==> src/rtl/cr_pkg.sv <==
package cr_pkg;
  typedef enum logic [1:0] {
    RC_NONE = 2'd0,
    RC_LOW  = 2'd1,
    RC_MID  = 2'd2,
    RC_HIGH = 2'd3
  } ratio_e;
endpackage

==> src/rtl/cr_edge_sync.sv <==
module cr_edge_sync #(
  parameter int STAGES = 2
) (
  input  logic clk,
  input  logic rst_n,
  input  logic async_in,
  output logic rise
);
  logic [STAGES-1:0] chain_q;
  logic              last_q;

  always_ff @(posedge clk or negedge rst_n) begin
    if (!rst_n) begin
      chain_q <= '0;
      last_q  <= 1'b0;
    end else begin
      chain_q <= {chain_q[STAGES-2:0], async_in};
      last_q  <= chain_q[STAGES-1];
    end
  end

  assign rise = chain_q[STAGES-1] & ~last_q;

  // a detected edge lasts exactly one cycle
  a_r2_rise_single: assert property (@(posedge clk) disable iff (!rst_n)
    rise |=> !rise);
endmodule

==> src/rtl/cr_period_meter.sv <==
module cr_period_meter
  import cr_pkg::*;
#(
  parameter int R_LO  = 256,
  parameter int R_MID = 384,
  parameter int R_HI  = 512,
  parameter int TOL   = 8,
  parameter int CW    = 10,
  parameter int NW    = 10
) (
  input  logic          clk,
  input  logic          rst_n,
  input  logic          rise,
  output ratio_e        ratio_q,
  output logic          locked_q,
  output logic [CW-1:0] period,
  output logic          in_step,
  output logic [NW-1:0] nominal
);
  localparam int LIMIT = R_HI + TOL;
  localparam logic [CW-1:0] LIMIT_B = CW'(LIMIT);

  logic [CW-1:0] per_cnt;
  logic          seen_q;
  ratio_e        prev_q;
  ratio_e        cls;
  logic [2:0]    hit;

  for (genvar g = 0; g < 3; g++) begin : g_cls
    localparam int RV = (g == 0) ? R_LO : ((g == 1) ? R_MID : R_HI);
    localparam logic [CW-1:0] LO_B = CW'(RV - TOL);
    localparam logic [CW-1:0] HI_B = CW'(RV + TOL);
    assign hit[g] = (per_cnt >= LO_B) && (per_cnt <= HI_B);
  end

  always_comb begin
    cls = RC_NONE;
    if (hit[0])      cls = RC_LOW;
    else if (hit[1]) cls = RC_MID;
    else if (hit[2]) cls = RC_HIGH;
  end

  always_comb begin
    case (ratio_q)
      RC_MID:  nominal = NW'(R_MID);
      RC_HIGH: nominal = NW'(R_HI);
      default: nominal = NW'(R_LO);
    endcase
  end

  always_ff @(posedge clk or negedge rst_n) begin
    if (!rst_n) begin
      per_cnt  <= '0;
      seen_q   <= 1'b0;
      prev_q   <= RC_NONE;
      ratio_q  <= RC_NONE;
      locked_q <= 1'b0;
    end else begin
      if (rise) begin
        per_cnt <= CW'(1);
        seen_q  <= 1'b1;
      end else if (per_cnt != '1) begin
        per_cnt <= per_cnt + CW'(1);
      end

      if (rise && seen_q) begin
        prev_q <= cls;
        if (locked_q) begin
          if (cls != ratio_q) begin
            locked_q <= 1'b0;
            ratio_q  <= RC_NONE;
          end
        end else if (cls != RC_NONE && cls == prev_q) begin
          locked_q <= 1'b1;
          ratio_q  <= cls;
        end
      end else if (!rise && seen_q && per_cnt > LIMIT_B) begin
        locked_q <= 1'b0;
        ratio_q  <= RC_NONE;
        prev_q   <= RC_NONE;
      end
    end
  end

  assign period  = per_cnt;
  assign in_step = rise && seen_q && locked_q && (cls == ratio_q);

  // a locked block always reports a real ratio
  a_r1_locked_has_code: assert property (@(posedge clk) disable iff (!rst_n)
    locked_q |-> ratio_q != RC_NONE);
  // lock is only gained at a detected edge
  a_r2_lock_on_edge: assert property (@(posedge clk) disable iff (!rst_n)
    $rose(locked_q) |-> $past(rise));
  // an unclassifiable measurement leaves the block unlocked
  a_r3_bad_measure_unlocks: assert property (@(posedge clk) disable iff (!rst_n)
    (rise && seen_q && cls == RC_NONE) |=> !locked_q);
  // a missing edge beyond the limit withdraws lock
  a_r4_timeout_unlocks: assert property (@(posedge clk) disable iff (!rst_n)
    (seen_q && !rise && per_cnt > LIMIT_B) |=> !locked_q);
endmodule

==> src/rtl/cr_phase_tracker.sv <==
module cr_phase_tracker #(
  parameter int CW = 10,
  parameter int NW = 10,
  parameter int AW = 12
) (
  input  logic          clk,
  input  logic          rst_n,
  input  logic          locked,
  input  logic          in_step,
  input  logic [CW-1:0] period,
  input  logic [NW-1:0] nominal,
  output logic          strobe,
  output logic          repeat_q,
  output logic          drop_q
);
  logic signed [AW-1:0] acc_q, acc_nx, diff, half;
  logic [NW-1:0]        fcnt_q;
  logic                 over, under;

  assign diff   = $signed({{(AW-CW){1'b0}}, period}) - $signed({{(AW-NW){1'b0}}, nominal});
  assign half   = $signed({{(AW-NW+1){1'b0}}, nominal[NW-1:1]});
  assign acc_nx = acc_q + diff;
  assign over   = acc_nx > half;
  assign under  = acc_nx < -half;

  always_ff @(posedge clk or negedge rst_n) begin
    if (!rst_n) begin
      acc_q    <= '0;
      fcnt_q   <= '0;
      repeat_q <= 1'b0;
      drop_q   <= 1'b0;
    end else if (!locked) begin
      acc_q    <= '0;
      fcnt_q   <= '0;
      repeat_q <= 1'b0;
      drop_q   <= 1'b0;
    end else begin
      repeat_q <= in_step && over;
      drop_q   <= in_step && under;
      if (in_step && (over || under)) begin
        acc_q  <= '0;
        fcnt_q <= '0;
      end else begin
        if (in_step) acc_q <= acc_nx;
        fcnt_q <= (fcnt_q == nominal - NW'(1)) ? '0 : fcnt_q + NW'(1);
      end
    end
  end

  assign strobe = locked && (fcnt_q == nominal - NW'(1));

  // the internal frame position stays inside the nominal frame
  a_r5_fcnt_in_range: assert property (@(posedge clk) disable iff (!rst_n)
    locked |-> fcnt_q < nominal);
  // slip never sits beyond half a frame after an update
  a_r6_acc_bounded: assert property (@(posedge clk) disable iff (!rst_n)
    (acc_q <= half) && (acc_q >= -half));
  // a resync pulse follows an in-step edge
  a_r6_pulse_after_edge: assert property (@(posedge clk) disable iff (!rst_n)
    (repeat_q || drop_q) |-> $past(in_step));
  // repeat and drop are exclusive
  a_r7_exclusive: assert property (@(posedge clk) disable iff (!rst_n)
    !(repeat_q && drop_q));
endmodule

==> src/rtl/clkratio_resync.sv <==
module clkratio_resync
  import cr_pkg::*;
#(
  parameter int R_LO   = 256,
  parameter int R_MID  = 384,
  parameter int R_HI   = 512,
  parameter int TOL    = 8,
  parameter int STAGES = 2
) (
  input  logic       clk,
  input  logic       rst_n,
  input  logic       frame_clk,
  output logic [1:0] ratio_code,
  output logic       locked,
  output logic       mute_req,
  output logic       frame_strobe,
  output logic       repeat_pulse,
  output logic       drop_pulse
);
  localparam int CW = $clog2(R_HI + TOL + 2);
  localparam int NW = $clog2(R_HI + 1);
  localparam int AW = CW + 2;

  logic          rise, in_step, locked_w;
  logic [CW-1:0] period;
  logic [NW-1:0] nominal;
  ratio_e        ratio_w;

  cr_edge_sync #(.STAGES(STAGES)) u_sync (
    .clk(clk), .rst_n(rst_n), .async_in(frame_clk), .rise(rise)
  );

  cr_period_meter #(
    .R_LO(R_LO), .R_MID(R_MID), .R_HI(R_HI), .TOL(TOL), .CW(CW), .NW(NW)
  ) u_meter (
    .clk(clk), .rst_n(rst_n), .rise(rise), .ratio_q(ratio_w),
    .locked_q(locked_w), .period(period), .in_step(in_step), .nominal(nominal)
  );

  cr_phase_tracker #(.CW(CW), .NW(NW), .AW(AW)) u_track (
    .clk(clk), .rst_n(rst_n), .locked(locked_w), .in_step(in_step),
    .period(period), .nominal(nominal), .strobe(frame_strobe),
    .repeat_q(repeat_pulse), .drop_q(drop_pulse)
  );

  assign ratio_code = ratio_w;
  assign locked     = locked_w;
  assign mute_req   = ~locked_w;
endmodule

==> config.mk <==
export PLATFORM = sky130hd
export DESIGN_NAME = clkratio_resync
export DESIGN_NICKNAME = d
export VERILOG_FILES = /design/src/rtl/cr_pkg.sv /design/src/rtl/cr_edge_sync.sv /design/src/rtl/cr_period_meter.sv /design/src/rtl/cr_phase_tracker.sv /design/src/rtl/clkratio_resync.sv
export SDC_FILE = /design/constraint.sdc
export NUM_CORES = 1
export LEC_CHECK = 0
export CORE_MARGIN = 3
export CORE_UTILIZATION = 50
export CTS_CLUSTER_SIZE = 8
export DETAILED_ROUTE_END_ITERATION = 10
export HOLD_SLACK_MARGIN = 0.12
export PLACE_DENSITY = 0.76
export SLEW_MARGIN = 20
export SYNTH_ARGS = -nofsm -noshare
export SYNTH_HDL_FRONTEND = slang
export SYNTH_SLANG_ARGS = --single-unit
==> constraint.sdc <==
create_clock -name clk -period 4.05 [get_ports clk]
set_input_delay 1.0125 -clock clk [delete_from_list [all_inputs] [get_ports clk]]
set_output_delay 1.0125 -clock clk [all_outputs]
set_load 0.005 [all_outputs]
# Word-level counts from Yosys, hierarchy flattened

Index checks and enable logic that the tools add are counted.

Flip-flop bits (word level): 43
Bits in latches: 0
Bits in writable memories: 0
Bits in read-only memories: 0
Input port bits: 3
Output and inout port bits: 7
Word-level logic and storage cells: 83
Memories: 0

Add/subtract/negate cells: 6
Multiply operators: 0
Div/mod/pow operators: 0
$lt $le $gt $ge: 9
Eq/ne operators: 10
Shift-type cells: 0
Multiplexer cells: 25
Bitwise logic cells: 3
Reductions and logical operators: 19

Operators with widths:

| operator              | count |
|---|---|
| $mux 10               | 5 |
| $mux 12               | 3 |
| $add 10x1->10 const B | 2 |
| $ge 10x9->1 const B   | 2 |
| $le 10x9->1 const B   | 2 |
| $pmux 10 s2           | 1 |
| $mux 2                | 9 |
| $logic_and 1x1->1     | 13 |
| $add 12x12->12        | 1 |
| $gt 12x10->1          | 1 |
| $lt 12x12->1          | 1 |
| $neg 9->12            | 1 |
| $sub 10x10->11        | 1 |
| $eq 10x10->1          | 1 |
| $ge 10x8->1 const B   | 1 |
| $gt 10x10->1 const B  | 1 |
| $le 10x10->1 const B  | 1 |
| $ne 10x10->1 const B  | 1 |
| $sub 10x1->10 const B | 1 |
| $mux 1                | 7 |
| $reduce_bool 2->1     | 3 |
| $eq 2x2->1            | 2 |
| $eq 2x2->1 const B    | 2 |
| $ne 3x1->1 const B    | 1 |
| 8 further kinds       | 9 |

# Longest topological paths before layout

Gate-level depths: netlist (run 1).

Depth in word-level cells: 10
Mapped depth: 19
Depth with buffers taken out: 18

# Modules after synthesis

From an unflattened synthesis (run 1), not the netlist that was laid out.

Cells, all modules: 495
Area total of the unflattened synthesis: 4,219.0 um^2

By module, submodules not included:

| module           | times used | cells each | area an instance (um^2) | seq. area each (um^2) |
|---|---|---|---|---|
| cr_phase_tracker | 1          | 374        | 3,066.7                 | 600.6 |
| cr_period_meter  | 1          | 116        | 1,059.8                 | 400.4 |
| cr_edge_sync     | 1          | 4          | 88.8                    | 75.1 |
| clkratio_resync  | 1          | 1          | 3.8                     | 0.0 |

# Worst setup path after synthesis (run 1)

OpenSTA, ideal clock, no wires.

Kind: reg-to-reg
Start point: register u_meter.ratio_q[1]
End point: register u_track.acc_q[6]
Library setup time: 0.128 ns
Arrival: 3.735 ns
Data required time: 3.922 ns
Setup slack: 0.188 ns
Cell stages (with the launch flop): 20
Path buffers: 3
Period minus slack after synthesis: 3.862 ns
Cells stage by stage: dfrtp_1 > buf_2 > and2_1 > clkbuf_1 > inv_1 > ha_1 > nand4b_1 > and4b_1 > ha_1 > clkbuf_1 > nor2_1 > a31oi_1 > o2111ai_1 > ha_1 > o211ai_1 > a211oi_1 > o22ai_1 > o31ai_4 > a22oi_4 > o21ai_1

Word-level cells in the longest chain between the ends: 9
Elaborated cells between the ends (all ways): 15
Classes of those cells: 3 x add/sub; 2 x order compare; 4 x eq/ne; 3 x mux; 3 x reduce/logical

RTL lines:

| what                                                | line                                           | source |
|---|---|---|
| from (decl)                                         | cr_period_meter.sv:14                          | `output ratio_e ratio_q,` |
| from (signal assigned)                              | cr_period_meter.sv:75                          | `ratio_q <= cls;` |
| $eq 2x2->1                                          | cr_period_meter.sv:44                          | `case (ratio_q)` |
| $pmux 10 s2                                         | cr_period_meter.sv:44                          |  |
| $sub 10x10->11                                      | cr_phase_tracker.sv:20                         | `assign diff = $signed({{(AW-CW){1'b0}}, period}) - $signed({{(AW-NW){1'b0}}, nominal});` |
| $add 12x12->12                                      | cr_phase_tracker.sv:22                         | `assign acc_nx = acc_q + diff;` |
| $gt 12x10->1 / $lt 12x12->1 (equally long branches) | cr_phase_tracker.sv:23, cr_phase_tracker.sv:24 |  |
| $logic_or 1x1->1                                    | cr_phase_tracker.sv:40                         | `if (in_step && (over \|\| under)) begin` |
| $logic_and 1x1->1                                   | cr_phase_tracker.sv:40                         |  |
| $mux 12                                             | cr_phase_tracker.sv:40                         |  |
| $mux 12                                             | cr_phase_tracker.sv:32                         | `end else if (!locked) begin` |
| to (signal assigned)                                | cr_phase_tracker.sv:44                         | `if (in_step) acc_q <= acc_nx;` |
| to (decl)                                           | cr_phase_tracker.sv:16                         | `logic signed [AW-1:0] acc_q, acc_nx, diff, half;` |

Several ways; a longest one is shown, not always the timed one.
A chain may end at the register's enable or synchronous reset.

# Worst setup path in the final report (run 1)

Start point: register u_meter.ratio_q[0]
End point: register u_track.acc_q[3]

The elaborated chain is that of the path after synthesis.

==> results of run 1 <==
==> cell type report <==
| class | instances | area [µm²] | share of cell area [%] |
|---|---|---|---|
| multi-input combinational | 267 | 1940 | 56.6 |
| sequential | 43 | 1080 | 31.4 |
| timing repair buffer | 15 | 143 | 4.15 |
| clock buffer | 7 | 96.3 | 2.80 |
| tap | 72 | 90.1 | 2.62 |
| inverter | 21 | 78.8 | 2.29 |
| clock inverter | 1 | 7.51 | 0.218 |
==> Yosys cell counts, types with 3 or more instances <==
master    count
a211o_1       5
buf_2         5
o21ai_1      10
dfrtp_1      43
and2_1        4
a21o_1        3
a31oi_1       4
nand2_1      31
xnor2_1      17
a211oi_1      3
o211ai_1      4
o21ai_0       9
clkbuf_1      5
xor2_1        9
nand2b_1      5
inv_1        21
a21oi_1      15
ha_1         25
nand4_1       7
and3_1        9
nor2_1       37
nand3_1       9
or3_1         3
nor2b_1       3
nor3_1        7
==> repair_timing <==
| item | 4_1_cts | 5_1_grt |
|---|---|---|
| gates cloned | 0 | 1 |
| pin swaps | 1 | 4 |
| gates resized for setup | 1 | 15 |
| hold buffers | 0 | 0 |
| setup endpoints to repair | 19 | 20 |
| hold endpoints to repair | 0 | 0 |
| setup buffers | 0 | 1 |
==> worst max-delay path: cells and delay by family, from the launching register on <==
kind / cells / cell delay [ps]
AO/OA/AOI/OAI: 6 / 1480
adder cells (fa/ha/maj): 3 / 920
AND/OR/NAND/NOR: 4 / 760
flip-flops: 1 / 460
XOR/XNOR: 1 / 140
==> power groups by stage <==
stage	Clock, mW	Sequential (mW)	Combinational, mW
final	0.308	0.485	0.139
after CTS	0.318	0.484	0.138
after global placement	0	0.491	0.131
after detailed placement	0	0.492	0.135
after global routing	0.332	0.488	0.156
after floorplan	0	0.478	0.103
==> final timing paths <==
kind / to / depth (start not counted) / startpoint
max: u_track.acc_q[3] / 14 / u_meter.ratio_q[0]
min: u_sync.chain_q[1] / 0 / u_sync.chain_q[0]
max reg2reg: u_track.acc_q[3] / 14 / u_meter.ratio_q[0]
min reg2reg: u_sync.chain_q[1] / 0 / u_sync.chain_q[0]
max in group asynchronous: u_meter.ratio_q[0] / 1 / rst_n
min in group asynchronous: u_track.acc_q[8] / 1 / rst_n
==> registers in the layout, summed over array words and instances, names as in the netlist <==
signal,cells
u_track.acc_q,12
u_meter.period,10
u_track.fcnt_q,10
u_meter.prev_q,2
u_meter.ratio_q,2
u_sync.chain_q,2
u_meter.locked_q,1
u_meter.seen_q,1
u_sync.last_q,1
u_track.drop_q,1
u_track.repeat_q,1
==> cells by family after synthesis <==
logic type	after synthesis	share of synthesized area, %
other	1	0.122
xor gates and xnor gates	26	7.39
AOI/OAI and AO/OA	80	19.4
buffers and inverters	33	4.51
DFF	43	34.9
adders and majority gates	26	10.8
and+or+nand+nor	131	22.2
muxes	2	0.650
==> stage by stage <==
| step | instance area, µm² | utilization [%] | instances | hold WS (ps) |
|---|---|---|---|---|
| detailed placement | 3230 | 56.3 | 416 | 339 |
| global placement | 3230 | 56.3 | 416 | 336 |
| floorplan | 3080 | - | 342 | 331 |
| global route | 3440 | 59.8 | 426 | 374 |
| finish | 3440 | 59.8 | 426 | 358 |
| CTS | 3350 | 58.3 | 424 | 362 |
==> layer usage <==
layer	global-route usage, %	up-vias	part of all wire, %
met3	3.04	10	3.0
met2	31.9	47	48
met5	0	-	0
met4	6.33	0	1.3
met1	26.7	1210	48
li1	-	1240	-
==> results.toml, run 1 <==
[outcome]
status = "completed"

[floorplan]
rows = 27
dieArea_um2 = 7140
start_util_pct = 53.6
die_x_um = 84.5
coreArea_um2 = 5740
io_pins = 10
die_h_um = 84.5

[timing]
clock.fmax_mhz = 261
setup_viol = 0
hold_viol_final = 0
skew_ps = 13.8
final_max_slew_viol_count = 0
final.setup.worst_slack_ps = 215
setup_tns_ps = 0
slew-limit-headroom_pct = 36.0
period_needed_ps = 3840
worst_slew_pin_slew_ps = 961
fin_crit_sh_pct = 94.7

[cells_and_area]
n_fill_cell = 492
final_cell_mix = "dfrtp_1, nor2_1, nand2_1, ha_1, inv_1"
drive_gt1_share_pct = 13.0
final_common_cell = "dfrtp_1"
area_growth_pct = 11.5
antenna_cells = 0
layout.nets = 382

[synthesis]
synth_edf_count = 0
yosysSeqAreaShare_pct = 34.9
synth_top_area_share_pct = 34.9
synth_ff_type = "dfrtp_1"
synth.distinct_cells = 65
synth_area_per_cell_um2 = 9.01
synth.net_count = 371
synth_area_um2 = 3080
synth_seq_cells = 43
yosys_warnings = 0
postSynthCellCount = 342
yosysTopAreaCell = "dfrtp_1"
synthTopCellsByArea = "dfrtp_1, ha_1, xnor2_1"
async_flop_share_pct = 100

[pwr]
power_density_nw_per_um2 = 271
total_power_mw = 0.931
netSwitchingFraction_pct = 29.6
irDropWorstVdd_mv = 0.192
p_sw_mw = 0.276
power_leakage_nw = 1.55
combPwrFrac_pct = 14.9
pwr-share-seq_pct = 52.0
p_int_mw = 0.656
p_clk_share_pct = 33.0

[route]
wl_per_cell_um = 15.9
dr.pass1.iters = 5
drc = 0
ant_nets = 0
wl_mm = 6.78
vias = 2507
vias_per_cell = 5.88
drt_iter0_drc = 123

[cts]
clkLatencyLatePin_ps = 300
h-tree-depth = 2
clkTransAtPathRegs_ps = 90
cts_made_buffers = 5
cts_tree = "built"
cts.sinks = 43
cts_buffer_depth = 2
root_buffer = "clkbuf_8"

[worst_setup_path]
cp_max_fo = 7
critPathRequiredTime_ps = 4270
crit_chain = "and2_2 -> xnor2_1 -> ha_1 -> ha_2 -> and3_1 -> a22oi_2 -> nand3_2 -> a21oi_2 -> ha_1 -> and3_1 -> a2111o_1 -> o31ai_4 -> a22oi_2 -> o21ai_1"
cp-start-kind = "flip-flop"
cp.arrival_ps = 4060
crit_type = "reg2reg"
crit_path_end_kind = "flip-flop"
slowest_stage = "dfrtp_2"
r2r_setup_slack_ps = 210
max_stage_delay_ps = 460

[global_routing]
grt_pass1_wl_mm = 11.4
grt_pass1_vias = 2497
grt_start_max_net_pins = 44
grt_overflow = 0
antenna_found_initial = 0
track_usage_pct = 19.6

[flow_run]
drv_cap = 0

[placed_design]
place_ws_ps = -7.78
portBuffers = 9
place_congestion = 0.843
dp_hpwl_mm = 4.95

[hold_path]
hold_path_class = "reg2reg"
(Power assumes the default switching activity.)
==> run 2: changes to the inputs <==
--- a/config.mk
+++ b/config.mk
@@ -7,7 +7,6 @@
 export LEC_CHECK = 0
 export CORE_MARGIN = 3
 export CORE_UTILIZATION = 50
-export CTS_CLUSTER_SIZE = 8
 export DETAILED_ROUTE_END_ITERATION = 10
 export HOLD_SLACK_MARGIN = 0.12
 export PLACE_DENSITY = 0.76
==> results of run 2 <==
Final layout, timing and power as in run 1 (identical DEF).
==> run 3: changes to the inputs <==
--- a/config.mk
+++ b/config.mk
@@ -5,6 +5,7 @@
 export SDC_FILE = /design/constraint.sdc
 export NUM_CORES = 1
 export LEC_CHECK = 0
+export ABC_CLOCK_PERIOD_IN_PS = 4050
 export CORE_MARGIN = 3
 export CORE_UTILIZATION = 50
 export DETAILED_ROUTE_END_ITERATION = 10
==> results of run 3 <==
Final layout, timing and power as in run 1 (identical DEF).
